==> src/rtl/sweep_seq_pkg.sv <==
package sweep_seq_pkg;
  typedef enum logic [1:0] {
    ST_IDLE  = 2'd0,
    ST_ISSUE = 2'd1,
    ST_WRAP  = 2'd2
  } seq_state_e;
endpackage

==> src/rtl/pair_lane.sv <==
// One unit's view of the current step: pivot = base + LANE, partner = shared j.
module pair_lane #(
  parameter int CW   = 5,
  parameter int LANE = 0
) (
  input  logic          clk,
  input  logic          rst_n,
  input  logic          issue_i,
  input  logic          step_clear_i,
  input  logic [CW-1:0] base_i,
  input  logic [CW-1:0] jcur_i,
  input  logic [CW-1:0] act_i,
  input  logic          ack_i,
  output logic          vld_o,
  output logic [CW-1:0] i_o,
  output logic [CW-1:0] j_o,
  output logic          pend_o
);
  localparam int XW = CW + 1;
  localparam logic [XW-1:0] OFF = XW'(LANE);

  logic [XW-1:0] piv_x;
  logic          live;
  logic          done_q, done_n, done_en;

  always_comb begin
    piv_x  = {1'b0, base_i} + OFF;
    live   = issue_i && ((piv_x + XW'(2)) <= {1'b0, act_i})
                     && ({1'b0, jcur_i} > piv_x);
    vld_o  = live && !done_q;
    pend_o = vld_o && !ack_i;
    i_o    = vld_o ? piv_x[CW-1:0] : '0;
    j_o    = vld_o ? jcur_i : '0;
    done_en = step_clear_i || (vld_o && ack_i);
    done_n  = step_clear_i ? 1'b0 : 1'b1;
  end

  always_ff @(posedge clk or negedge rst_n) begin
    if (!rst_n)       done_q <= 1'b0;
    else if (done_en) done_q <= done_n;
  end

  // an unacknowledged pair stays presented and unchanged
  a_r5_hold_pair: assert property (@(posedge clk) disable iff (!rst_n)
    pend_o |=> (vld_o && $stable(i_o) && $stable(j_o)));

  // partner always above pivot
  a_r3_j_above_i: assert property (@(posedge clk) disable iff (!rst_n)
    vld_o |-> (j_o > i_o));
endmodule

==> src/rtl/rank_tracker.sv <==
// Holds the active column count, the smallest null index and the rotation flag.
module rank_tracker #(
  parameter int CW     = 5,
  parameter int NUM_PU = 3
) (
  input  logic              clk,
  input  logic              rst_n,
  input  logic              load_i,
  input  logic [CW-1:0]     load_cols_i,
  input  logic              wrap_i,
  input  logic [NUM_PU-1:0] acc_i,
  input  logic [NUM_PU-1:0] null_i,
  input  logic [NUM_PU-1:0] rot_i,
  input  logic [CW-1:0]     jcur_i,
  output logic [CW-1:0]     act_o,
  output logic [CW-1:0]     ns_o,
  output logic              dirty_o
);
  logic [CW-1:0] act_q, act_n, ns_q, ns_n;
  logic          dirty_q, dirty_n;
  logic          hit_null, hit_rot, trk_en;

  always_comb begin
    hit_null = |(acc_i & null_i);
    hit_rot  = |(acc_i & rot_i);
    act_n    = act_q;
    ns_n     = ns_q;
    dirty_n  = dirty_q;
    if (load_i) begin
      act_n   = load_cols_i;
      ns_n    = load_cols_i;
      dirty_n = 1'b0;
    end else if (wrap_i) begin
      act_n   = ns_q;
      dirty_n = 1'b0;
    end else begin
      if (hit_null && (jcur_i < ns_q)) ns_n = jcur_i;
      if (hit_rot)                     dirty_n = 1'b1;
    end
    trk_en = load_i || wrap_i || hit_null || hit_rot;
  end

  always_ff @(posedge clk or negedge rst_n) begin
    if (!rst_n) begin
      act_q   <= '0;
      ns_q    <= '0;
      dirty_q <= 1'b0;
    end else if (trk_en) begin
      act_q   <= act_n;
      ns_q    <= ns_n;
      dirty_q <= dirty_n;
    end
  end

  assign act_o   = act_q;
  assign ns_o    = ns_q;
  assign dirty_o = dirty_q;

  // the count only shrinks unless a new run is loaded
  a_r7_no_growth: assert property (@(posedge clk) disable iff (!rst_n)
    !load_i |=> (act_q <= $past(act_q)));

  // the null index never exceeds the active count
  a_r7_ns_bound: assert property (@(posedge clk) disable iff (!rst_n)
    ns_q <= act_q);
endmodule

==> src/rtl/sweep_ctrl.sv <==
// Round / step sequencing for one sweep and the sweep-to-sweep decision.
module sweep_ctrl
  import sweep_seq_pkg::*;
#(
  parameter int MAX_COLS = 16,
  parameter int NUM_PU   = 3,
  parameter int CW       = 5
) (
  input  logic          clk,
  input  logic          rst_n,
  input  logic          start_i,
  input  logic [CW-1:0] n_cols_i,
  input  logic          step_clear_i,
  input  logic [CW-1:0] act_i,
  input  logic [CW-1:0] ns_i,
  input  logic          dirty_i,
  output seq_state_e    state_o,
  output logic [CW-1:0] base_o,
  output logic [CW-1:0] jcur_o,
  output logic          load_o,
  output logic [CW-1:0] load_cols_o,
  output logic          wrap_o,
  output logic          conv_o
);
  localparam int XW = CW + 1;
  localparam logic [XW-1:0] PU_X  = XW'(NUM_PU);
  localparam logic [CW-1:0] MAX_C = CW'(MAX_COLS);

  seq_state_e    st_q, st_n;
  logic [CW-1:0] base_q, base_n, j_q, j_n;
  logic [CW-1:0] clip;
  logic          conv, seq_en;

  always_comb begin
    clip   = (n_cols_i > MAX_C) ? MAX_C : n_cols_i;
    conv   = !dirty_i || (ns_i < CW'(2));
    st_n   = st_q;
    base_n = base_q;
    j_n    = j_q;
    load_o = 1'b0;
    unique case (st_q)
      ST_IDLE: begin
        if (start_i) begin
          load_o = 1'b1;
          base_n = '0;
          j_n    = CW'(1);
          st_n   = (clip < CW'(2)) ? ST_WRAP : ST_ISSUE;
        end
      end
      ST_ISSUE: begin
        if (step_clear_i) begin
          if (({1'b0, j_q} + XW'(1)) == {1'b0, act_i}) begin
            if (({1'b0, base_q} + PU_X + XW'(2)) <= {1'b0, act_i}) begin
              base_n = base_q + CW'(NUM_PU);
              j_n    = base_q + CW'(NUM_PU + 1);
            end else begin
              st_n = ST_WRAP;
            end
          end else begin
            j_n = j_q + CW'(1);
          end
        end
      end
      ST_WRAP: begin
        base_n = '0;
        j_n    = CW'(1);
        st_n   = conv ? ST_IDLE : ST_ISSUE;
      end
      default: st_n = ST_IDLE;
    endcase
    seq_en = load_o || step_clear_i || (st_q == ST_WRAP);
  end

  always_ff @(posedge clk or negedge rst_n) begin
    if (!rst_n) begin
      st_q   <= ST_IDLE;
      base_q <= '0;
      j_q    <= '0;
    end else if (seq_en) begin
      st_q   <= st_n;
      base_q <= base_n;
      j_q    <= j_n;
    end
  end

  assign state_o     = st_q;
  assign base_o      = base_q;
  assign jcur_o      = j_q;
  assign load_cols_o = clip;
  assign wrap_o      = (st_q == ST_WRAP);
  assign conv_o      = (st_q == ST_WRAP) && conv;

  // the partner index stays inside the round's window
  a_r3_j_window: assert property (@(posedge clk) disable iff (!rst_n)
    (st_q == ST_ISSUE) |-> ((j_q > base_q) && (j_q < act_i)));

  // end-of-sweep is a single-cycle pulse
  a_r8_done_pulse: assert property (@(posedge clk) disable iff (!rst_n)
    (st_q == ST_WRAP) |=> (st_q != ST_WRAP));

  // a degenerate count goes straight to the end of sweep
  a_r9_tiny_run: assert property (@(posedge clk) disable iff (!rst_n)
    ((st_q == ST_IDLE) && start_i && (clip < CW'(2))) |=> (st_q == ST_WRAP));

  // round index bounded by floor(act/NUM_PU)
  a_r10_round_cap: assert property (@(posedge clk) disable iff (!rst_n)
    (st_q == ST_ISSUE) |-> (({1'b0, base_q} / PU_X) <= ({1'b0, act_i} / PU_X)));
endmodule

==> src/rtl/jacobi_sweep_seq.sv <==
module jacobi_sweep_seq
  import sweep_seq_pkg::*;
#(
  parameter int MAX_COLS = 16,
  parameter int NUM_PU   = 3,
  parameter int CW       = $clog2(MAX_COLS + 1)
) (
  input  logic                       clk,
  input  logic                       rst_n,
  input  logic                       start,
  input  logic [CW-1:0]              n_cols,
  input  logic [NUM_PU-1:0]          res_valid,
  input  logic [NUM_PU-1:0]          res_null,
  input  logic [NUM_PU-1:0]          res_rot,
  output logic [NUM_PU-1:0]          pair_valid,
  output logic [NUM_PU-1:0][CW-1:0]  pair_i,
  output logic [NUM_PU-1:0][CW-1:0]  pair_j,
  output logic                       sweep_done,
  output logic                       converged,
  output logic                       busy,
  output logic [CW-1:0]              act_cols
);
  seq_state_e        st;
  logic [CW-1:0]     base, jcur, act, ns, load_cols;
  logic              load, wrap, conv, dirty, step_clear, issue;
  logic [NUM_PU-1:0] pend, acc;

  assign issue      = (st == ST_ISSUE);
  assign step_clear = issue && (pend == '0);
  assign acc        = pair_valid & res_valid;

  sweep_ctrl #(.MAX_COLS(MAX_COLS), .NUM_PU(NUM_PU), .CW(CW)) u_ctrl (
    .clk(clk), .rst_n(rst_n), .start_i(start), .n_cols_i(n_cols),
    .step_clear_i(step_clear), .act_i(act), .ns_i(ns), .dirty_i(dirty),
    .state_o(st), .base_o(base), .jcur_o(jcur), .load_o(load),
    .load_cols_o(load_cols), .wrap_o(wrap), .conv_o(conv)
  );

  rank_tracker #(.CW(CW), .NUM_PU(NUM_PU)) u_track (
    .clk(clk), .rst_n(rst_n), .load_i(load), .load_cols_i(load_cols),
    .wrap_i(wrap), .acc_i(acc), .null_i(res_null), .rot_i(res_rot),
    .jcur_i(jcur), .act_o(act), .ns_o(ns), .dirty_o(dirty)
  );

  for (genvar u = 0; u < NUM_PU; u++) begin : g_lane
    pair_lane #(.CW(CW), .LANE(u)) u_lane (
      .clk(clk), .rst_n(rst_n), .issue_i(issue), .step_clear_i(step_clear),
      .base_i(base), .jcur_i(jcur), .act_i(act), .ack_i(res_valid[u]),
      .vld_o(pair_valid[u]), .i_o(pair_i[u]), .j_o(pair_j[u]),
      .pend_o(pend[u])
    );
  end

  assign sweep_done = wrap;
  assign converged  = conv;
  assign busy       = (st != ST_IDLE);
  assign act_cols   = act;

  // no pairs outside the issue phase
  a_r4_quiet_outside: assert property (@(posedge clk) disable iff (!rst_n)
    !issue |-> (pair_valid == '0));

  // converged only accompanies end of sweep
  a_r8_conv_with_done: assert property (@(posedge clk) disable iff (!rst_n)
    converged |-> sweep_done);
endmodule

==> config.mk <==
export PLATFORM = sky130hd
export DESIGN_NAME = jacobi_sweep_seq
export DESIGN_NICKNAME = d
export VERILOG_FILES = /design/src/rtl/sweep_seq_pkg.sv /design/src/rtl/pair_lane.sv /design/src/rtl/rank_tracker.sv /design/src/rtl/sweep_ctrl.sv /design/src/rtl/jacobi_sweep_seq.sv
export SDC_FILE = /design/constraint.sdc
export NUM_CORES = 1
export LEC_CHECK = 0
export ABC_CLOCK_PERIOD_IN_PS = 9800
export BUFFER_PORTS_ARGS = -buffer_cell sky130_fd_sc_hd__buf_4
export CAP_MARGIN = 30
export CORE_UTILIZATION = 43
export CTS_BUF_LIST = sky130_fd_sc_hd__clkbuf_8
export CTS_CLUSTER_DIAMETER = 120
export CTS_CLUSTER_SIZE = 40
export DETAILED_ROUTE_END_ITERATION = 6
export PLACE_DENSITY = 0.64
export SLEW_MARGIN = 20
export SYNTH_ARGS = -nofsm -noshare
export SYNTH_HDL_FRONTEND = slang
export SYNTH_SLANG_ARGS = --single-unit
export TNS_END_PERCENT = 30
==> constraint.sdc <==
create_clock -name clk -period 9.8 [get_ports clk]
set_clock_uncertainty 0.2 [all_clocks]
set_input_delay 1.96 -clock clk [delete_from_list [all_inputs] [get_ports clk]]
set_output_delay 1.96 -clock clk [all_outputs]
set_load 0.05 [all_outputs]
[Yosys cells after proc, flatten, opt, wreduce, memory -nomap -nowiden]
Index checks and enable logic that the tools add are counted.
Operators by class
  add/sub/neg operators: 10
  order comparisons: 11
  eq/ne operators: 10
  multiplexer cells: 35
  bitwise gates (word level): 3
  reduce and logical (&&, ||, !) cells: 49
Operator list (count)
  two-way mux 5 bit: 20
  case mux 5 bit (3 select lines): 2
  less-or-equal comparator 6 x 5 -> 1 bit: 4
  adder 6 x 2 -> 6 bit (second input constant): 3
  logical AND 1 bit: 18
  adder 5 x 1 -> 6 bit (second input constant): 2
  adder 5 x 2 -> 6 bit (second input constant): 2
  greater-than comparator 5 x 6 -> 1 bit: 2
  < comparator 5 x 2 -> 1 bit (second input constant): 2
  two-way mux 2 bit: 5
  inequality test 2 bit (second input constant): 5
  AND reduction 5 bit: 2
  AND 3 bit: 3
  logical OR 1 bit: 9
  zero test 1 bit: 7
  two-way mux 1 bit: 7
  == test 6 x 5 -> 1 bit: 1
  case mux 2 bit (3 select lines): 1
  AND reduction 6 bit: 1
  nonzero test 2 bit: 3
  nonzero test 3 bit: 2
  OR reduction 3 bit: 2
  adder 5 x 1 -> 5 bit (second input constant): 1
  adder 5 x 2 -> 5 bit (second input constant): 1
  12 further kinds: 13
Storage, ports and cells
  flip-flop bits (word level): 26
  input port bits: 17
  output and inout bits: 41
  word-level logic and storage cells: 127

[Depth between registers and ports, before layout]
Gate-level depths: netlist (run 1).
  depth in word-level cells: 13
  mapped depth: 15
  mapped depth without buffers: 13

[By module]
A second synthesis (run 1) with hierarchy kept.
Second synthesis, totals
  cell total of the unflattened synthesis: 391
  area, all modules: 3395.8 um^2
Modules (own cells, without submodules)
  sweep_ctrl: times used 1, cells each 129, area an instance 1136.1 um^2, seq. area each 300.3 um^2
  rank_tracker: times used 1, cells each 66, area an instance 658.1 um^2, seq. area each 275.3 um^2
  pair_lane at g_lane[1].u_lane: times used 1, cells each 68, area an instance 581.8 um^2, seq. area each 25.0 um^2
  pair_lane at g_lane[2].u_lane: times used 1, cells each 62, area an instance 489.2 um^2, seq. area each 25.0 um^2
  pair_lane at g_lane[0].u_lane: times used 1, cells each 60, area an instance 467.9 um^2, seq. area each 25.0 um^2
  jacobi_sweep_seq: times used 1, cells each 6, area an instance 62.6 um^2, seq. area each 0.0 um^2

[Least setup slack after synthesis (run 1)]
OpenSTA, ideal clock, no wires.
  path kind: reg2out
  from: reg u_ctrl.base_q[1], in the netlist u_ctrl.base_o[1]
  to: out pair_i[5] (netlist bit)
  data arrival time: 3549 ps
  required time: 7640 ps
  setup slack: 4091 ps
  stages on the path, launching flop included: 9
  path buffers: 0
  cells stage by stage: dfrtp_1 > inv_1 > ha_1 > ha_1 > ha_1 > o21a_1 > o31ai_1 > a21oi_2 > nor4_1
RTL lines
  start: declaration: line sweep_ctrl.sv:30  | logic [CW-1:0] base_q, base_n, j_q, j_n;
  start signal: assignment: line sweep_ctrl.sv:81  | base_q <= base_n;
  end: declaration: line jacobi_sweep_seq.sv:16  | output logic [NUM_PU-1:0][CW-1:0] pair_i,

==> results of run 1 <==
-- worst register-to-register path, delay by kind of cell, from the launching register on --
kind	cells	cell delay [ps]
AND/OR/NAND/NOR	2	740
buffers and inverters	1	260
XOR/XNOR	1	140
AO/OA/AOI/OAI	5	1270
adder cells (fa/ha/maj)	3	950
flip-flops	1	580
-- path summary, 6_finish.rpt --
kind | start | end | slack, ps
max in group asynchronous | rst_n | u_ctrl.base_o[3] | 7740
min in group asynchronous | rst_n | u_track.ns_o[4] | 1390
min reg2reg | g_lane[2].u_lane.done_q | g_lane[2].u_lane.done_q | 320
min | g_lane[2].u_lane.done_q | g_lane[2].u_lane.done_q | 320
max reg2reg | u_ctrl.base_o[1] | u_ctrl.base_o[3] | 5600
max | u_ctrl.base_o[1] | pair_j[13] | 4020
-- layer usage --
layer | wire [um] | GRT usage, %
met5 | 0 | 0
met4 | 155 | 6.515
met3 | 515 | 1.347
met2 | 4395 | 42.21
met1 | 3973 | 35.11
-- stage by stage --
stage                     power, mW  util, %
after floorplan               1.010        -
after global placement        1.226    51.27
after detailed placement      1.241    51.27
after CTS                     1.310    51.88
after global routing          1.428    51.88
final                         1.316    51.88
-- flip-flops by register name, summed over array words and instances, names as in the netlist --
register and count:
g_lane.u_lane.done_q 3, u_track.dirty_o 1, u_ctrl.state_o 2, u_track.ns_o 5, u_ctrl.jcur_o 5, u_ctrl.base_o 5
u_track.act_o 5
-- synth_stat cells, types with 3 or more instances --
cell	n
a211oi_1	3
a21o_1	6
a21oi_1	28
a31oi_1	8
and2_1	11
and3_1	4
buf_2	5
buf_4	4
clkbuf_1	7
dfrtp_1	26
ha_1	46
inv_1	34
mux2i_1	4
nand2_1	15
nand3_1	12
nor2_1	26
nor2b_1	4
nor3_1	20
nor4_1	12
o21a_1	4
o21ai_0	16
o21bai_1	3
o22ai_1	3
o31ai_1	5
xnor2_1	11
xnor2_2	3
xor2_1	6
-- kinds of logic (layout without fill, tap and decap cells) --
family | after synthesis | in the layout
AND/OR/NAND/NOR | 120 | 120
AO/OA/AOI/OAI | 102 | 102
buffers and inverters | 53 | 95
adder cells (fa/ha/maj) | 46 | 46
flip-flops | 26 | 26
XOR/XNOR | 20 | 20
multiplexers | 4 | 4
-- area by class of cell --
cell class / count / area share, %
clock buffer: 3 / 1.171
inverter: 35 / 3.727
multi-input combinational: 292 / 61.09
sequential: 26 / 18.46
tap: 96 / 3.408
timing repair buffer: 57 / 12.14
-- report_power, final --
part | leakage, nW | internal [mW] | switching, mW
sequential | 0.328 | 0.151 | 0.0851
combinational | 1.33 | 0.356 | 0.660
clock | 0.0216 | 0.0276 | 0.0353
==> flow_summary_export.csv, run 1 <==
group,metric,value,unit
yosys,yosysWarnings,0,
yosys,synth_cells,371,
clocking,cts_tree,"done",
critical_path,crit_cells,11,
critical_path,critPathSlowestCell,"dfrtp_1",
route,post_drt_wl_per_cell,17.76,um
clocking,cts_setup_buffers,0,
timing,worst_pin_slew,897.1,ps
route,num_vias,2930,
route,routed_wl,9.039,mm
yosys,syn_avg_cell_area,8.192,um^2
timing,setup_viol_count_final,0,
finish,layout_common_cells,"buf_4 (57), ha_1 (46), inv_1 (34)",
power,p_leak,1.683,nW
route,first_pass_iters,4,
power,power_density,373.2,nW/um^2
critical_path,cp_top_family,"simple AND/OR/NAND/NOR gates",
global_route,antenna_found_initial,0,
critical_path,cp-end-kind,"primary output",
critical_path,crit_type,"flop to primary output",
placed_design,dp_hpwl,6.928,mm
yosys,synthAdderAreaFrac,18.94,%
yosys,yosys_register_bits,26,
placed_design,place_inst,506,
clocking,clock_path_buffers,2,
yosys,synth.distinct_cells,61,
yosys,syn_area,3039,um^2
finish,layout-drive-gt1-share,17.68,%
clocking,ctsHtreeMaxLevel,1,
floorplanning,dieArea,7408,um^2
clocking,cts_resized,0,
critical_path,worst_path_largest_cell_delay,580,ps
yosys,synthTopCellsByArea,"dfrtp_1 (21%), ha_1 (19%), a21oi_1 (4.6%)",
yosys,synth_simple_gate_area_share,21.04,%
global_route,grt_pass1_wl,14.41,mm
yosys,synth-xor-area-share,6.505,%
floorplanning,io_pins,58,
critical_path,crit_buf_inv,2,
yosys,synth_edf_count,0,
floorplanning,dieHeight,86.07,um
placed_design,numPortBuffers,57,
hold_path,hold_path.class,"flop to flop",
route,ant_nets,0,
yosys,ys_seq_area_share,21.41,%
global_route,grt.total_usage,25.11,%
finish,regArea,650.6,um^2
floorplanning,num_rows,30,
timing,maxSlewViolCount,0,
timing,fin_ws,4016,ps
floorplanning,die_w,86.07,um
yosys,synth_top_area_share,21.41,%
yosys,synth_top_area_cell,"dfrtp_1",
placed_design,dpl-instance-area,3483,um^2
power,irDropWorstVdd,0.0001848,V
critical_path,cp.arrival,3620,ps
critical_path,crit_chain,"inv_1 > ha_1 > nor3_1 > xnor2_1 > ha_1 > and3_1 > a221oi_1 > a31oi_4 > nor2_1 > and2_1 > buf_4",
clocking,cts.sinks,26,
finish,fin_cells,509,
route,first_iter_violations,143,
timing,fin_crit_sh,59.02,%
timing,max_freq,172.9,MHz
yosys,ys.flop_type,"dfrtp_1",
clocking,holdBufCountCts,0,
finish,n_antenna_cell,0,
placed_design,preCtsSetupSlack,4352,ps
status,status,"completed",
critical_path,worst_path_most_repeated_cell,"ha_1",
finish,area_growth,15.97,%
hold_path,hold_path_depth,2,
route,avgViaCountPerCell,5.756,
critical_path,cp.required,7640,ps
global_route,grt.overflow.total,0,
finish,multi_input_area,2153,um^2
clocking,root_buffer,"clkbuf_8",
floorplanning,core_area,6794,um^2
yosys,synth_top_family_by_area,"compound AO/OA/AOI/OAI gates",
yosys,ys_async_sr_fraction,100.0,%
global_route,grt_max_degree,27,
timing,worst_hold_slack,321.8,ps
timing,relSlewSlack,40.07,%
timing,final.setup.tns,0,ps
global_route,grt_pass1_vias,2723,
critical_path,crit_path_start_kind,"flop",
placed_design,gp_congestion,0.8783,
finish,nNetsFinal,478,
timing,finalHoldViolCount,0,
finish,stdcell_area,3525,um^2
clocking,clk_pin_slew,100,ps
yosys,synth_compound_area_share,23.05,%
floorplanning,initial_core_util,44.73,%
critical_path,path_max_fanout,10,
clocking,numCtsBuffers,3,
timing,min_period,5784,ps
finish,layout_commonest_cell,"buf_4",
yosys,synth_mux_area_share,1.317,%
critical_path,rr_worst_depth,12,
timing,rsz0062_at_grt,"false",
yosys,syn_nets,434,
job,maxCapViolCount,0,
finish,fill_cells,681,
route,drc,0,
clocking,worst_skew_pair.late_latency,270,ps
Note: power is estimated with default switching activity, not from simulation.
==> run 2, diff against run 1 <==
Settings changed: ABC_CLOCK_PERIOD_IN_PS 9800 to 4750, PLACE_DENSITY 0.64 to 0.66.
Clock period 9.8 ns to 4.75 ns, I/O delays scaled along.
==> flow_summary_export.csv, run 2 (synthesis results as in run 1) <==
group,metric,value,unit
clocking,holdBufCountCts,0,
hold_path,hold_path.class,"flop to flop",
power,internal-power,1.148,mW
timing,final.setup.tns,0,ps
clocking,clock_path_buffers,2,
timing,worst_hold_slack,324.5,ps
clocking,root_buffer,"clkbuf_8",
finish,nNetsFinal,483,
floorplanning,initial_core_util,44.73,%
power,comb_power_share,77.2,%
floorplanning,core_area,6794,um^2
global_route,antenna_found_initial,0,
placed_design,gp_congestion,0.9045,
timing,maxSlewViolCount,0,
clocking,cts_resized,0,
power,p_sw,1.631,mW
floorplanning,dieArea,7408,um^2
timing,relSlewSlack,58.92,%
floorplanning,io_pins,58,
power,irDropWorstVdd,0.0004442,V
global_route,grt.overflow.total,0,
route,first_iter_violations,222,
power,swShare,58.70,%
finish,n_antenna_cell,0,
critical_path,cp.required,3600,ps
critical_path,cp-end-kind,"primary output",
job,maxCapViolCount,0,
timing,rsz0062_at_grt,"false",
global_route,grt_max_degree,27,
critical_path,cp.arrival,3280,ps
placed_design,dp_hpwl,6.812,mm
power,seqPwrFrac,17.3,%
timing,min_period,4434,ps
placed_design,numPortBuffers,57,
clocking,worst_skew_pair.late_latency,280,ps
global_route,grt_pass1_vias,2787,
route,drc,0,
finish,layout_common_cells,"buf_4 (62), ha_1 (46), inv_1 (34)",
power,p_leak,1.713,nW
timing,worst_pin_slew,616.0,ps
timing,fin_crit_sh,93.35,%
finish,layout-drive-gt1-share,20.05,%
floorplanning,die_w,86.07,um
power,power.share.clock,5.5,%
timing,fin_ws,315.7,ps
critical_path,crit_path_start_kind,"flop",
clocking,ctsHtreeMaxLevel,1,
route,post_drt_wl_per_cell,17.33,um
clocking,clk_pin_slew,100,ps
route,avgViaCountPerCell,5.744,
critical_path,crit_type,"flop to primary output",
status,status,"completed",
clocking,numCtsBuffers,3,
global_route,grt.total_usage,24.83,%
clocking,cts.sinks,26,
finish,layout_commonest_cell,"buf_4",
route,first_pass_iters,4,
placed_design,preCtsSetupSlack,349.9,ps
critical_path,path_max_fanout,10,
timing,setup_viol_count_final,0,
route,routed_wl,8.923,mm
global_route,grt_pass1_wl,14.33,mm
timing,max_freq,225.5,MHz
clocking,cts_tree,"done",
route,ant_nets,0,
floorplanning,dieHeight,86.07,um
route,num_vias,2958,
timing,finalHoldViolCount,0,
floorplanning,num_rows,30,
power,power_density,773.2,nW/um^2
finish,area_growth,18.28,%
clocking,cts_setup_buffers,0,
-- run 2: area by class of cell --
class | count | area (um^2)
clock buffer | 4 | 55.05
fill | 669 | 3199
inverter | 35 | 131.4
multi-input combinational | 292 | 2170
sequential | 26 | 653.1
tap | 96 | 120.1
timing repair buffer | 62 | 465.4
-- run 2: path summary, 6_finish.rpt --
kind	startpoint	to	slack, ps	depth (start not counted)
worst max-delay path	u_ctrl.base_o[1]	pair_j[13]	320	12
worst min-delay path	g_lane[0].u_lane.done_q	g_lane[0].u_lane.done_q	320	2
worst max register to register	u_ctrl.base_o[1]	u_ctrl.base_o[3]	710	13
worst min register to register	g_lane[0].u_lane.done_q	g_lane[0].u_lane.done_q	320	2
max in group asynchronous	rst_n	u_ctrl.base_o[2]	3690	1
min in group asynchronous	rst_n	u_track.ns_o[3]	370	1
-- run 2: critical path: stages (launching register included) --
cell and delay, ps:
dfrtp_2 500, ha_1 310, xor2_2 220, inv_1 110
nor3_1 190, xnor2_1 150, ha_1 270, and3_1 200
a221oi_2 330, a31oi_4 120, nor2_2 240, and2_1 160
buf_4 190
-- run 2: stage by stage --
step           cell area (um^2)  std cells  util [%]  total power, mW
2_1_floorplan              3039        371         -            2.083
3_3_place_gp               3521        511     51.82            2.543
3_5_place_dp               3521        511     51.82            2.581
4_1_cts                    3576        515     52.63            2.745
5_1_grt                    3595        515     52.91            3.018
6_report                   3595        515     52.91            2.779
-- run 2: metal layers --
metal	wire, um	GRT usage [%]
met5	0	0
met4	279	9.091
met3	455	3.657
met2	4083	39.90
met1	4104	33.77
-- run 2: power by group through the flow --
stage / clock network (mW) / registers (mW) / logic, mW
2_1_floorplan: 0 / 0.479 / 1.60
3_3_place_gp: 0 / 0.478 / 2.07
3_5_place_dp: 0 / 0.480 / 2.10
4_1_cts: 0.153 / 0.476 / 2.12
5_1_grt: 0.162 / 0.495 / 2.36
6_report: 0.153 / 0.482 / 2.14
==> run 3, diff against run 2 <==
Settings changed: CTS_BUF_LIST sky130_fd_sc_hd__clkbuf_8 to sky130_fd_sc_hd__clkbuf_2 sky130_fd_sc_hd__clkbuf_4 sky130_fd_sc_hd__clkbuf_8, SETUP_SLACK_MARGIN set to 0.2.
==> flow_summary_export.csv, run 3 (synthesis results as in run 1) <==
group,metric,value,unit
clocking,numCtsBuffers,3,
finish,nNetsFinal,488,
critical_path,crit_cells,11,
clocking,root_buffer,"clkbuf_8",
floorplanning,initial_core_util,44.73,%
finish,layout_commonest_cell,"buf_4",
critical_path,cp_top_family,"simple AND/OR/NAND/NOR gates",
critical_path,cp.arrival,3130,ps
critical_path,crit_path_start_kind,"flop",
timing,rsz0062_at_grt,"false",
global_route,grt_max_degree,27,
floorplanning,core_area,6794,um^2
hold_path,hold_path.class,"flop to flop",
critical_path,cp.required,3600,ps
timing,fin_ws,468.0,ps
route,first_iter_violations,195,
finish,n_antenna_cell,0,
timing,maxSlewViolCount,0,
timing,setup_viol_count_final,0,
placed_design,preCtsSetupSlack,349.9,ps
finish,layout_common_cells,"buf_4 (67), ha_1 (45), inv_1 (34)",
clocking,worst_skew_pair.late_latency,280,ps
global_route,grt_pass1_vias,2783,
clocking,clock_path_buffers,2,
floorplanning,num_rows,30,
critical_path,crit_chain,"ha_1 > nand2_2 > xnor2_2 > inv_1 > ha_1 > nand4_1 > o2111ai_1 > a31o_1 > nor3_4 > and2_1 > buf_4",
timing,final.setup.tns,0,ps
floorplanning,io_pins,58,
placed_design,numPortBuffers,57,
floorplanning,dieArea,7408,um^2
clocking,ctsHtreeMaxLevel,1,
timing,fin_crit_sh,90.15,%
floorplanning,die_w,86.07,um
placed_design,dp_hpwl,6.812,mm
clocking,holdBufCountCts,0,
route,avgViaCountPerCell,5.731,
clocking,cts.sinks,26,
power,power_density,770.6,nW/um^2
global_route,grt.overflow.total,0,
global_route,grt.total_usage,24.87,%
power,irDropWorstVdd,0.0004471,V
critical_path,worst_path_most_repeated_cell,"ha_1",
timing,max_freq,233.5,MHz
route,post_drt_wl_per_cell,17.32,um
timing,min_period,4282,ps
route,drc,0,
hold_path,hold_path_depth,2,
timing,relSlewSlack,58.76,%
route,first_pass_iters,5,
critical_path,rr_worst_depth,13,
timing,worst_pin_slew,618.4,ps
status,status,"completed",
route,routed_wl,9.006,mm
route,ant_nets,0,
global_route,grt_pass1_wl,14.36,mm
global_route,antenna_found_initial,0,
floorplanning,dieHeight,86.07,um
clocking,clk_pin_slew,100,ps
placed_design,gp_congestion,0.9045,
critical_path,crit_type,"flop to primary output",
critical_path,crit_buf_inv,2,
finish,area_growth,20.13,%
critical_path,worst_path_largest_cell_delay,430,ps
critical_path,cp-end-kind,"primary output",
critical_path,critPathSlowestCell,"dfrtp_2",
power,p_leak,1.741,nW
clocking,cts_tree,"done",
finish,layout-drive-gt1-share,21.23,%
critical_path,path_max_fanout,9,
timing,finalHoldViolCount,0,
route,num_vias,2980,
job,maxCapViolCount,0,
run 3: cell count changes in the layout (fill, tap and decap cells not counted):
cell / change
buf_4: +5
ha_1: -1
ha_2: +1
nor2_2: -1
nor2_4: +1
xnor2_2: -1
xnor2_4: +1
run 3: cell type report:
type	count	area, um^2
clock buffer	4	55.05
fill	671	3143
inverter	35	131.4
multi-input combinational	292	2188
sequential	26	653.1
tap	96	120.1
timing repair buffer	67	503.0
run 3: stage by stage:
| step | instance area (um^2) | power (mW) | hold slack (ps) | cells | util (%) |
|---|---|---|---|---|---|
| after floorplan | 3039 | 2.083 | 281.4 | 371 | - |
| after global placement | 3521 | 2.543 | 306.8 | 511 | 51.82 |
| after detailed placement | 3521 | 2.581 | 313.2 | 511 | 51.82 |
| after CTS | 3587 | 2.761 | 327.3 | 515 | 52.80 |
| after global routing | 3651 | 3.054 | 345.9 | 520 | 53.74 |
| final | 3651 | 2.814 | 323.9 | 520 | 53.74 |
run 3: final timing paths:
kind                                              start                       to  slack [ps]
worst min-delay path            g_lane[0].u_lane.done_q  g_lane[0].u_lane.done_q         320
worst min register to register  g_lane[0].u_lane.done_q  g_lane[0].u_lane.done_q         320
worst max-delay path                   u_ctrl.base_o[2]                pair_j[8]         470
max in group asynchronous                         rst_n         u_ctrl.base_o[1]        3690
min in group asynchronous                         rst_n          u_track.ns_o[3]         370
worst max register to register         u_ctrl.base_o[1]         u_ctrl.base_o[3]         810
run 3: worst min-delay path: cells and delay by family, from the launching register on:
family / cells / cell delay, ps
buffers and inverters: 1 / 50
AO/OA/AOI/OAI: 1 / 50
flip-flops: 1 / 390
run 3: where the power goes:
group | total [mW] | switching (mW) | internal (mW)
clock | 0.152 | 0.0772 | 0.0744
sequential | 0.474 | 0.161 | 0.313
combinational | 2.19 | 1.40 | 0.784
run 3: per-layer routing:
metal | vias to the layer above | global-route usage, % | share of wire [%]
met5 | - | 0 | 0
met4 | 0 | 8.485 | 2.9
met3 | 23 | 3.657 | 5.8
met2 | 116 | 40.19 | 46
met1 | 1389 | 33.89 | 45
li1 | 1452 | - | -
run 3: what timing repair did:
item	CTS	global route
endpoints found under the setup margin	5	14
resized for setup	4	4
setup buffers	0	5
endpoints found under the hold margin	0	0
pin swaps	0	2
